$ cat src/rtl/ppc_pkg.sv
package ppc_pkg;

   // Bits per tally counter: enough for ceil(max_len/k) plus margin.
   function automatic int unsigned tally_width(input int unsigned max_len,
                                               input int unsigned k);
      return $clog2(max_len / k + 2);
   endfunction

   // Width reserved for a weight operand.
   localparam int unsigned WEIGHT_W = 16;

endpackage

$ cat src/rtl/ppc_slot_index.sv
module ppc_slot_index #(
   parameter int unsigned K     = 8,
   parameter int unsigned IDX_W = (K > 1) ? $clog2(K) : 1
) (
   input  logic             clk,
   input  logic             rst_n,
   input  logic             advance,
   input  logic             restart,
   output logic [IDX_W-1:0] slot
);

   logic [IDX_W-1:0] slot_q;
   logic [IDX_W-1:0] slot_inc;

   generate
      if ((K & (K - 1)) == 0) begin : g_pow2
         // Natural wrap of the counter is the modulo.
         assign slot_inc = slot_q + IDX_W'(1);
      end else begin : g_generic
         assign slot_inc = (slot_q == IDX_W'(K - 1)) ? '0 : slot_q + IDX_W'(1);
      end
   endgenerate

   always_ff @(posedge clk) begin
      if (!rst_n) begin
         slot_q <= '0;
      end else if (restart) begin
         slot_q <= '0;
      end else if (advance) begin
         slot_q <= slot_inc;
      end
   end

   assign slot = slot_q;


   restart_zero_chk: assert property (@(posedge clk) disable iff (!rst_n)
      restart |=> slot_q == '0);


   slot_range_chk: assert property (@(posedge clk) disable iff (!rst_n)
      slot_q <= IDX_W'(K - 1));

endmodule

$ cat src/rtl/ppc_lane.sv
module ppc_lane #(
   parameter int unsigned CNT_W   = 10,
   parameter int unsigned W_MISS  = 1,
   parameter int unsigned W_EXTRA = 2
) (
   input  logic clk,
   input  logic rst_n,
   input  logic hit,
   input  logic bit_in,
   input  logic flush,
   output logic choose_one
);

   import ppc_pkg::*;

   localparam int unsigned PW = CNT_W + WEIGHT_W;

   logic [CNT_W-1:0] ones_q, zeros_q;
   logic [CNT_W-1:0] ones_n, zeros_n;
   logic [PW-1:0]    cost_zero, cost_one;

   // Tallies including the bit presented this cycle.
   assign ones_n  = ones_q  + {{(CNT_W-1){1'b0}}, (hit &  bit_in)};
   assign zeros_n = zeros_q + {{(CNT_W-1){1'b0}}, (hit & ~bit_in)};

   // Cost of outputting 0: every wanted clean is missed.
   assign cost_zero = PW'(ones_n) * PW'(W_MISS);
   // Cost of outputting 1: every unwanted clean is paid for.
   assign cost_one  = PW'(zeros_n) * PW'(W_EXTRA);

   assign choose_one = (ones_n != '0) && (cost_one <= cost_zero);

   always_ff @(posedge clk) begin
      if (!rst_n) begin
         ones_q  <= '0;
         zeros_q <= '0;
      end else if (flush) begin
         ones_q  <= '0;
         zeros_q <= '0;
      end else begin
         ones_q  <= ones_n;
         zeros_q <= zeros_n;
      end
   end


   no_overflow_chk: assert property (@(posedge clk) disable iff (!rst_n)
      hit |-> (bit_in ? (ones_q != '1) : (zeros_q != '1)));


   flush_clear_chk: assert property (@(posedge clk) disable iff (!rst_n)
      flush |=> (ones_q == '0 && zeros_q == '0));


   idle_hold_chk: assert property (@(posedge clk) disable iff (!rst_n)
      (!hit && !flush) |=> ($stable(ones_q) && $stable(zeros_q)));

endmodule

$ cat src/rtl/periodic_pattern_compressor.sv
module periodic_pattern_compressor #(
   parameter int unsigned K       = 8,
   parameter int unsigned MAX_LEN = 4096,
   parameter int unsigned W_MISS  = 1,
   parameter int unsigned W_EXTRA = 2
) (
   input  logic         clk,
   input  logic         rst_n,
   input  logic         in_valid,
   input  logic         in_bit,
   input  logic         in_last,
   output logic [K-1:0] pattern,
   output logic         done
);

   import ppc_pkg::*;

   localparam int unsigned IDX_W = (K > 1) ? $clog2(K) : 1;
   localparam int unsigned CNT_W = tally_width(MAX_LEN, K);

   generate
      if (K < 2) begin : g_bad_k
         $error("K must be at least 2");
      end
      if (MAX_LEN < K) begin : g_bad_len
         $error("MAX_LEN must be at least K");
      end
      if (W_MISS == 0 || W_EXTRA == 0) begin : g_bad_w0
         $error("weights must be nonzero");
      end
      if (W_MISS >= (1 << WEIGHT_W) || W_EXTRA >= (1 << WEIGHT_W)) begin : g_bad_w1
         $error("weights exceed WEIGHT_W bits");
      end
   endgenerate

   logic             finish;
   logic [IDX_W-1:0] slot;
   logic [K-1:0]     choice;
   logic [K-1:0]     pattern_q;
   logic             done_q;

   assign finish = in_valid & in_last;

   ppc_slot_index #(.K(K), .IDX_W(IDX_W)) u_index (
      .clk     (clk),
      .rst_n   (rst_n),
      .advance (in_valid),
      .restart (finish),
      .slot    (slot)
   );

   generate
      for (genvar g = 0; g < K; g++) begin : g_lane
         logic lane_hit;
         assign lane_hit = in_valid && (slot == IDX_W'(g));
         ppc_lane #(.CNT_W(CNT_W), .W_MISS(W_MISS), .W_EXTRA(W_EXTRA)) u_lane (
            .clk        (clk),
            .rst_n      (rst_n),
            .hit        (lane_hit),
            .bit_in     (in_bit),
            .flush      (finish),
            .choose_one (choice[g])
         );
      end
   endgenerate

   always_ff @(posedge clk) begin
      if (!rst_n) begin
         pattern_q <= '0;
         done_q    <= 1'b0;
      end else begin
         done_q <= finish;
         if (finish) begin
            pattern_q <= choice;
         end
      end
   end

   assign pattern = pattern_q;
   assign done    = done_q;


   done_after_last_chk: assert property (@(posedge clk) disable iff (!rst_n)
      (in_valid && in_last) |=> done);


   done_only_after_last_chk: assert property (@(posedge clk) disable iff (!rst_n)
      !(in_valid && in_last) |=> !done);


   pattern_hold_chk: assert property (@(posedge clk) disable iff (!rst_n)
      !done |-> $stable(pattern));

endmodule

$ cat config.mk
export PLATFORM = sky130hd
export DESIGN_NAME = periodic_pattern_compressor
export DESIGN_NICKNAME = d
export VERILOG_FILES = /design/src/rtl/ppc_pkg.sv /design/src/rtl/ppc_slot_index.sv /design/src/rtl/ppc_lane.sv /design/src/rtl/periodic_pattern_compressor.sv
export SDC_FILE = /design/constraint.sdc
export NUM_CORES = 1
export LEC_CHECK = 0
export CAP_MARGIN = 20
export CELL_PAD_IN_SITES_DETAIL_PLACEMENT = 2
export CELL_PAD_IN_SITES_GLOBAL_PLACEMENT = 2
export CORE_MARGIN = 3
export CORE_UTILIZATION = 35
export DETAILED_ROUTE_END_ITERATION = 10
export GPL_TIMING_DRIVEN = 1
export PLACE_DENSITY_LB_ADDON = 0.1
export SLEW_MARGIN = 10
export SYNTH_ARGS = -nofsm -noshare
export SYNTH_HDL_FRONTEND = slang
export SYNTH_SLANG_ARGS = --single-unit
$ cat constraint.sdc
create_clock -name clk -period 3 [get_ports clk]
set_input_delay 0.3 -clock clk [delete_from_list [all_inputs] [get_ports clk]]
set_output_delay 0.3 -clock clk [all_outputs]
set_load 0.02 [all_outputs]
* After elaboration in Yosys (flattened, before gate mapping) *
Cells that the tools add are included.

storage, ports and cells
  bits of input ports = 5
  register bits = 172
  output and inout bits = 9
  word-level logic and storage cells = 96

operators by class
  equality and inequality tests = 7
  bitwise gates (word level) = 19
  order comparisons = 8
  $add $sub $neg = 17
  reduce and logical (&&, ||, !) cells = 26

operators with widths
  operator               number
  $add A10 B1 Y10        16
  $le A11 B10 Y1         8
  $reduce_bool A10 Y1    8
  $and A1 B1 Y1          17
  $logic_and A1 B1 Y1    16
  $eq A3 B3 Y1 const B   4
  $eq A3 B2 Y1 const B   2
  $add A3 B1 Y3 const B  1
  $eq A3 B1 Y1 const B   1
  $logic_not A3 Y1       1
  $not A1 Y1             2
  $reduce_or A2 Y1       1

* Longest topological paths before layout *
  word-level depth = 6
  depth in mapped cells = 15
  gate-level depth less buffers = 15

* Modules after synthesis *
Synthesis repeated with hierarchy kept, for this count alone.

unflattened totals
  cell total of the unflattened synthesis = 1061
  area total of the unflattened synthesis = 9656.8 µm²

modules (own cells, without submodules)
  module                           sequential area each (µm²)  cells each  instances  area each (µm²)
  ppc_lane (g_lane[1].u_lane ...)  400.4                       122         4          1119.8
  ppc_lane (g_lane[0].u_lane ...)  400.4                       130         2          1167.4
  ppc_lane (g_lane[6].u_lane ...)  400.4                       124         2          1126.1
  periodic_pattern_compressor      180.2                       53          1          462.9
  ppc_slot_index                   60.1                        12          1          127.6

* Worst setup path before layout *
No wires, ideal clock.

  kind = in2reg
  start = input port in_valid
  end = register pattern_q[0], in the netlist pattern[0]
  cell stages on the path = 13
  arrival = 2950 ps
  required time = 2874 ps
  setup slack = -76 ps
  path buffers = 1
  cell sequence = clkbuf_1 and2_1 and3_1 ha_1 ha_1 nand4_1 or3_1 and2_1 ha_1 nand4_1 o31a_1 a221oi_1 o41ai_1

between the ends
  word-level cells in the longest chain between the ends = 5
  elaborated cells on any way between the ends = 9
  classes of those cells = add/sub: 2; order compare: 1; bitwise: 3; reduce/logical: 3

ends and longest elaborated chain
  what                                                          RTL line                           source
  start, declared                                               periodic_pattern_compressor.sv:9   input logic in_valid,
  $logic_and A1 B1 Y1                                           periodic_pattern_compressor.sv:55  assign lane_hit = in_valid && (slot == IDX_W'(g));
  $and A1 B1 Y1, on equally long branches                       ppc_lane.sv:24, ppc_lane.sv:23
  $add A10 B1 Y10, on equally long branches                     ppc_lane.sv:24, ppc_lane.sv:23
  $le A11 B10 Y1 / $reduce_bool A10 Y1 (equally long branches)  ppc_lane.sv:31                     assign choose_one = (ones_n != '0) && (cost_one <= cost_zero);
  $logic_and A1 B1 Y1                                           ppc_lane.sv:31
  end signal, assigned                                          periodic_pattern_compressor.sv:74  pattern_q <= choice;
  end, declared                                                 periodic_pattern_compressor.sv:39  logic [K-1:0] pattern_q;

Parallel ways exist; a longest one is shown, timed or not.
A chain may end at the register's enable or synchronous reset.

* Worst setup path after layout *
  start = register u_index.slot_q[0], in the netlist u_index.slot[0]
  end = register pattern_q[7], in the netlist pattern[7]

between the ends
  word-level cells in the longest chain between the ends = 6
  elaborated cells on any way between the ends = 9
  classes of those cells = add/sub: 2; order compare: 1; eq/ne: 1; bitwise: 2; reduce/logical: 3

ends and longest elaborated chain
  what                              RTL line                           source
  start, declared                   ppc_slot_index.sv:12               logic [IDX_W-1:0] slot_q;
  start signal, assigned            ppc_slot_index.sv:30               slot_q <= slot_inc;
  $eq A3 B3 Y1                      periodic_pattern_compressor.sv:55
  $logic_and A1 B1 Y1               periodic_pattern_compressor.sv:55
  $and A1 B1 Y1                     ppc_lane.sv:24                     assign zeros_n = zeros_q + {{(CNT_W-1){1'b0}}, (hit & ~bit_in)};
  $add A10 B1 Y10                   ppc_lane.sv:24
  via g_lane[7].u_lane.cost_one[8]  ppc_lane.sv:20                     logic [PW-1:0] cost_zero, cost_one;
  $le A11 B10 Y1                    ppc_lane.sv:31
  $logic_and A1 B1 Y1               ppc_lane.sv:31

The timed path passes the listed nets, and every way through them passes these cells.

==> flow_metrics.py <==
metrics = {
    "pwr": {
        "power_mw": 4.84,
        "power_density_nw_per_um2": 376,
        "ir_worst_vdd_v": 0.000360,
        "p_switching_mw": 1.24,
        "seqPwrFrac": 0.475,
        "p_sw_frac": 0.256,
        "clkPwrFrac": 0.477,
        "p_int_mw": 3.60,
        "comb_power_share": 0.048,
        "leakage_nw": 5.34,
    },
    "worst_hold_path": {
        "hp-class": "primary input to register",
        "hp-start": "in_valid",
    },
    "clocking": {
        "cts_max_path_buffers": 2,
        "clockRootBuffer": "clkbuf_16",
        "cts_sinks": 172,
        "worst_skew_pair.late_latency_ns": 0.45,
        "cts_tree": "done",
        "numCtsBuffers": 17,
        "hold_buffers": 0,
        "clk_pin_slew_ns": 0.08,
        "cts.htree.levels": 4,
    },
    "run": {
        "maxCapViolations": 0,
    },
    "floorplan": {
        "io-pin-count": 14,
        "die_x_microns": 170,
        "fp.dieH_microns": 170,
        "core_sq_um": 26300,
        "placementRows": 59,
        "dieArea_sq_um": 29000,
        "start_util": 0.359,
    },
    "global_routing": {
        "antenna_found_initial": 0,
        "grt_usage": 0.207,
        "grt_max_degree": 49,
        "grt_pass1_wl_microns": 48100,
        "grt_pass1_vias": 9182,
        "overflow": 0,
    },
    "critical_path": {
        "critPathLaunchType": "register",
        "cp_max_fo": 4,
        "cp_cell_sequence": "ha_4, buf_4, ha_1, and2_1, ha_2, nand3_1, or2_2, nor2_2, xor2_2, ha_4, a21o_1, a21oi_2, a2bb2oi_2, o31ai_2",
        "r2r_start": "u_index.slot[0]",
        "max_stage_delay_ns": 0.41,
        "cp_slowest_cell": "dfxtp_4",
        "cpMostUsedCell": "ha_4",
        "cpLargestDelayFamily": "adder cells",
        "path_class": "register to register",
        "crit_start": "u_index.slot[0]",
        "cp-end-kind": "register",
        "required_ns": 3.36,
        "critPathBufInv": 1,
        "worstPathArrival_ns": 3.42,
    },
    "cells_and_area": {
        "fin_area_sq_um": 12900,
        "layout-drive-gt1-share": 0.301,
        "multiInputGateArea_sq_um": 6800,
        "layout_common_cells": "buf_4, dfxtp_1, nor2_1",
        "area_growth_pct": 36.1,
        "nFillCells": 2760,
        "final_common_cell": "buf_4",
        "nets": 1350,
        "diodes": 0,
        "ff_latch_area_sq_um": 3450,
    },
    "placed_design": {
        "dpl_cell_area_sq_um": 11100,
        "gp_congestion": 0.775,
        "port_buffers": 13,
        "place_ws_ns": -0.709,
        "hpwl_microns": 19700,
    },
    "timing": {
        "fin_ws_ns": -0.0548,
        "worstMarginPinSlew_ns": 0.519,
        "fmax_mhz": 327,
        "fin_skew_ns": 0.0120,
        "min_period_ns": 3.05,
        "relSlewSlack": 0.645,
        "rsz0062_at_grt": "yes",
        "setup_viol": 4,
        "period_share": 1.02,
        "drv_slew": 0,
        "hold_viol": 0,
    },
    "synth": {
        "synth_top_family_by_area": "simple AND/OR/NAND/NOR gates",
        "async_reset_ff_frac": 0,
        "postSynthAreaPerCell_sq_um": 9.01,
        "netlist_area_sq_um": 9440,
        "syn_inst": 1048,
        "synth_edf_count": 0,
        "synth_flop_cell": "dfxtp_1",
        "synthSimpleGateAreaFrac": 0.275,
        "synth.net_count": 1167,
        "synth-xor-area-share": 0.109,
        "synth_compound_area_frac": 0.0746,
        "synthMuxAreaShare": 0.00318,
        "synthAdderAreaFrac": 0.151,
        "yosysSeqAreaShare": 0.365,
        "synth_cell_types": 51,
        "synth-seq-cells": 172,
        "yosysWarningCount": 0,
    },
    "route": {
        "first_pass_iters": 4,
        "post_drt_via_cell_ratio": 5.22,
        "drt-total-wl_microns": 31200,
        "drtIter0Drc": 289,
        "vias": 8237,
        "ant_nets": 0,
        "post-route-drc-count": 0,
        "routedWlPerCell_microns": 19.8,
    },
    "run_status": {
        "violations": "negative setup slack",
        "status": "finished, violations left",
    },
}
final timing paths:
kind | slack [ns] | to | cells after the start
max | -0.05 | pattern[7] | 14
min | 0.44 | u_index.slot[0] | 5
max reg2reg | -0.05 | pattern[7] | 14
min reg2reg | 0.48 | pattern[2] | 2
registers in the layout, summed over array words and instances (netlist names):
register               cells
u_index.slot               3
g_lane.u_lane.zeros_q     80
g_lane.u_lane.ones_q      80
pattern                    8
done                       1
what timing repair did:
item,4_1_cts,5_1_grt
buffers inserted,13,8
resized for setup,85,114
pin swaps,34,57
gates cloned,0,0
setup endpoints to repair,8,8
metrics by stage:
step | TNS, ns | hold WS [ns] | instances | utilization
global placement | -3.72 | 0.450 | 1526 | 0.422
floorplan | 0 | 0.469 | 1048 | -
detailed placement | -4.34 | 0.453 | 1526 | 0.422
CTS | -0.0136 | 0.479 | 1571 | 0.464
finish | -0.179 | 0.440 | 1579 | 0.489
global route | -1.02 | 0.473 | 1579 | 0.489
power by group through the flow:
stage / Combinational (mW) / Clock, mW / Sequential [mW]
after floorplan: 0.0976 / 0 / 2.35
after global placement: 0.187 / 0 / 2.35
after detailed placement: 0.194 / 0 / 2.35
after CTS: 0.219 / 2.34 / 2.30
after global routing: 0.253 / 2.46 / 2.30
final: 0.233 / 2.31 / 2.30
tightest hold or removal path: cells and delay by family:
family | cells | cell delay, ns
xor gates and xnor gates | 1 | 0.13
buffers and inverters | 3 | 0.36
and+or+nand+nor | 1 | 0.05
final cells by class:
type / instances / share of cell area
clock inverters: 12 / 0.00983
well taps: 335 / 0.0326
multi-input cells: 822 / 0.529
inverters: 29 / 0.00886
flip-flops and latches: 172 / 0.268
clock buffers: 20 / 0.0355
repair buffers: 189 / 0.116
metal layers:
layer	wire, microns	track usage	share of wire	up-vias
li1	-	-	-	4048
met1	13700	0.255	0.44	4096
met4	566	0.0511	0.018	0
met3	463	0.0309	0.015	35
met5	0	0	0	-
met2	16400	0.379	0.53	58
cells by family after synthesis:
family	after synthesis
AOI/OAI and AO/OA	99
xor gates and xnor gates	118
adders and majority gates	114
buffers and inverters	54
DFF	172
muxes	3
and+or+nand+nor	488
cell usage after synthesis (all sizes together) (19+ instances only):
library cell,count,area (sq um)
nand2,51,191
o21ai,19,95.1
nand4,45,282
nor2,123,462
xor2,53,464
and3,36,235
dfxtp,172,3440
xnor2,65,569
ha,114,1430
nand3,64,320
inv,29,109
and2,102,638
Note: power is estimated with default switching activity, not from simulation.
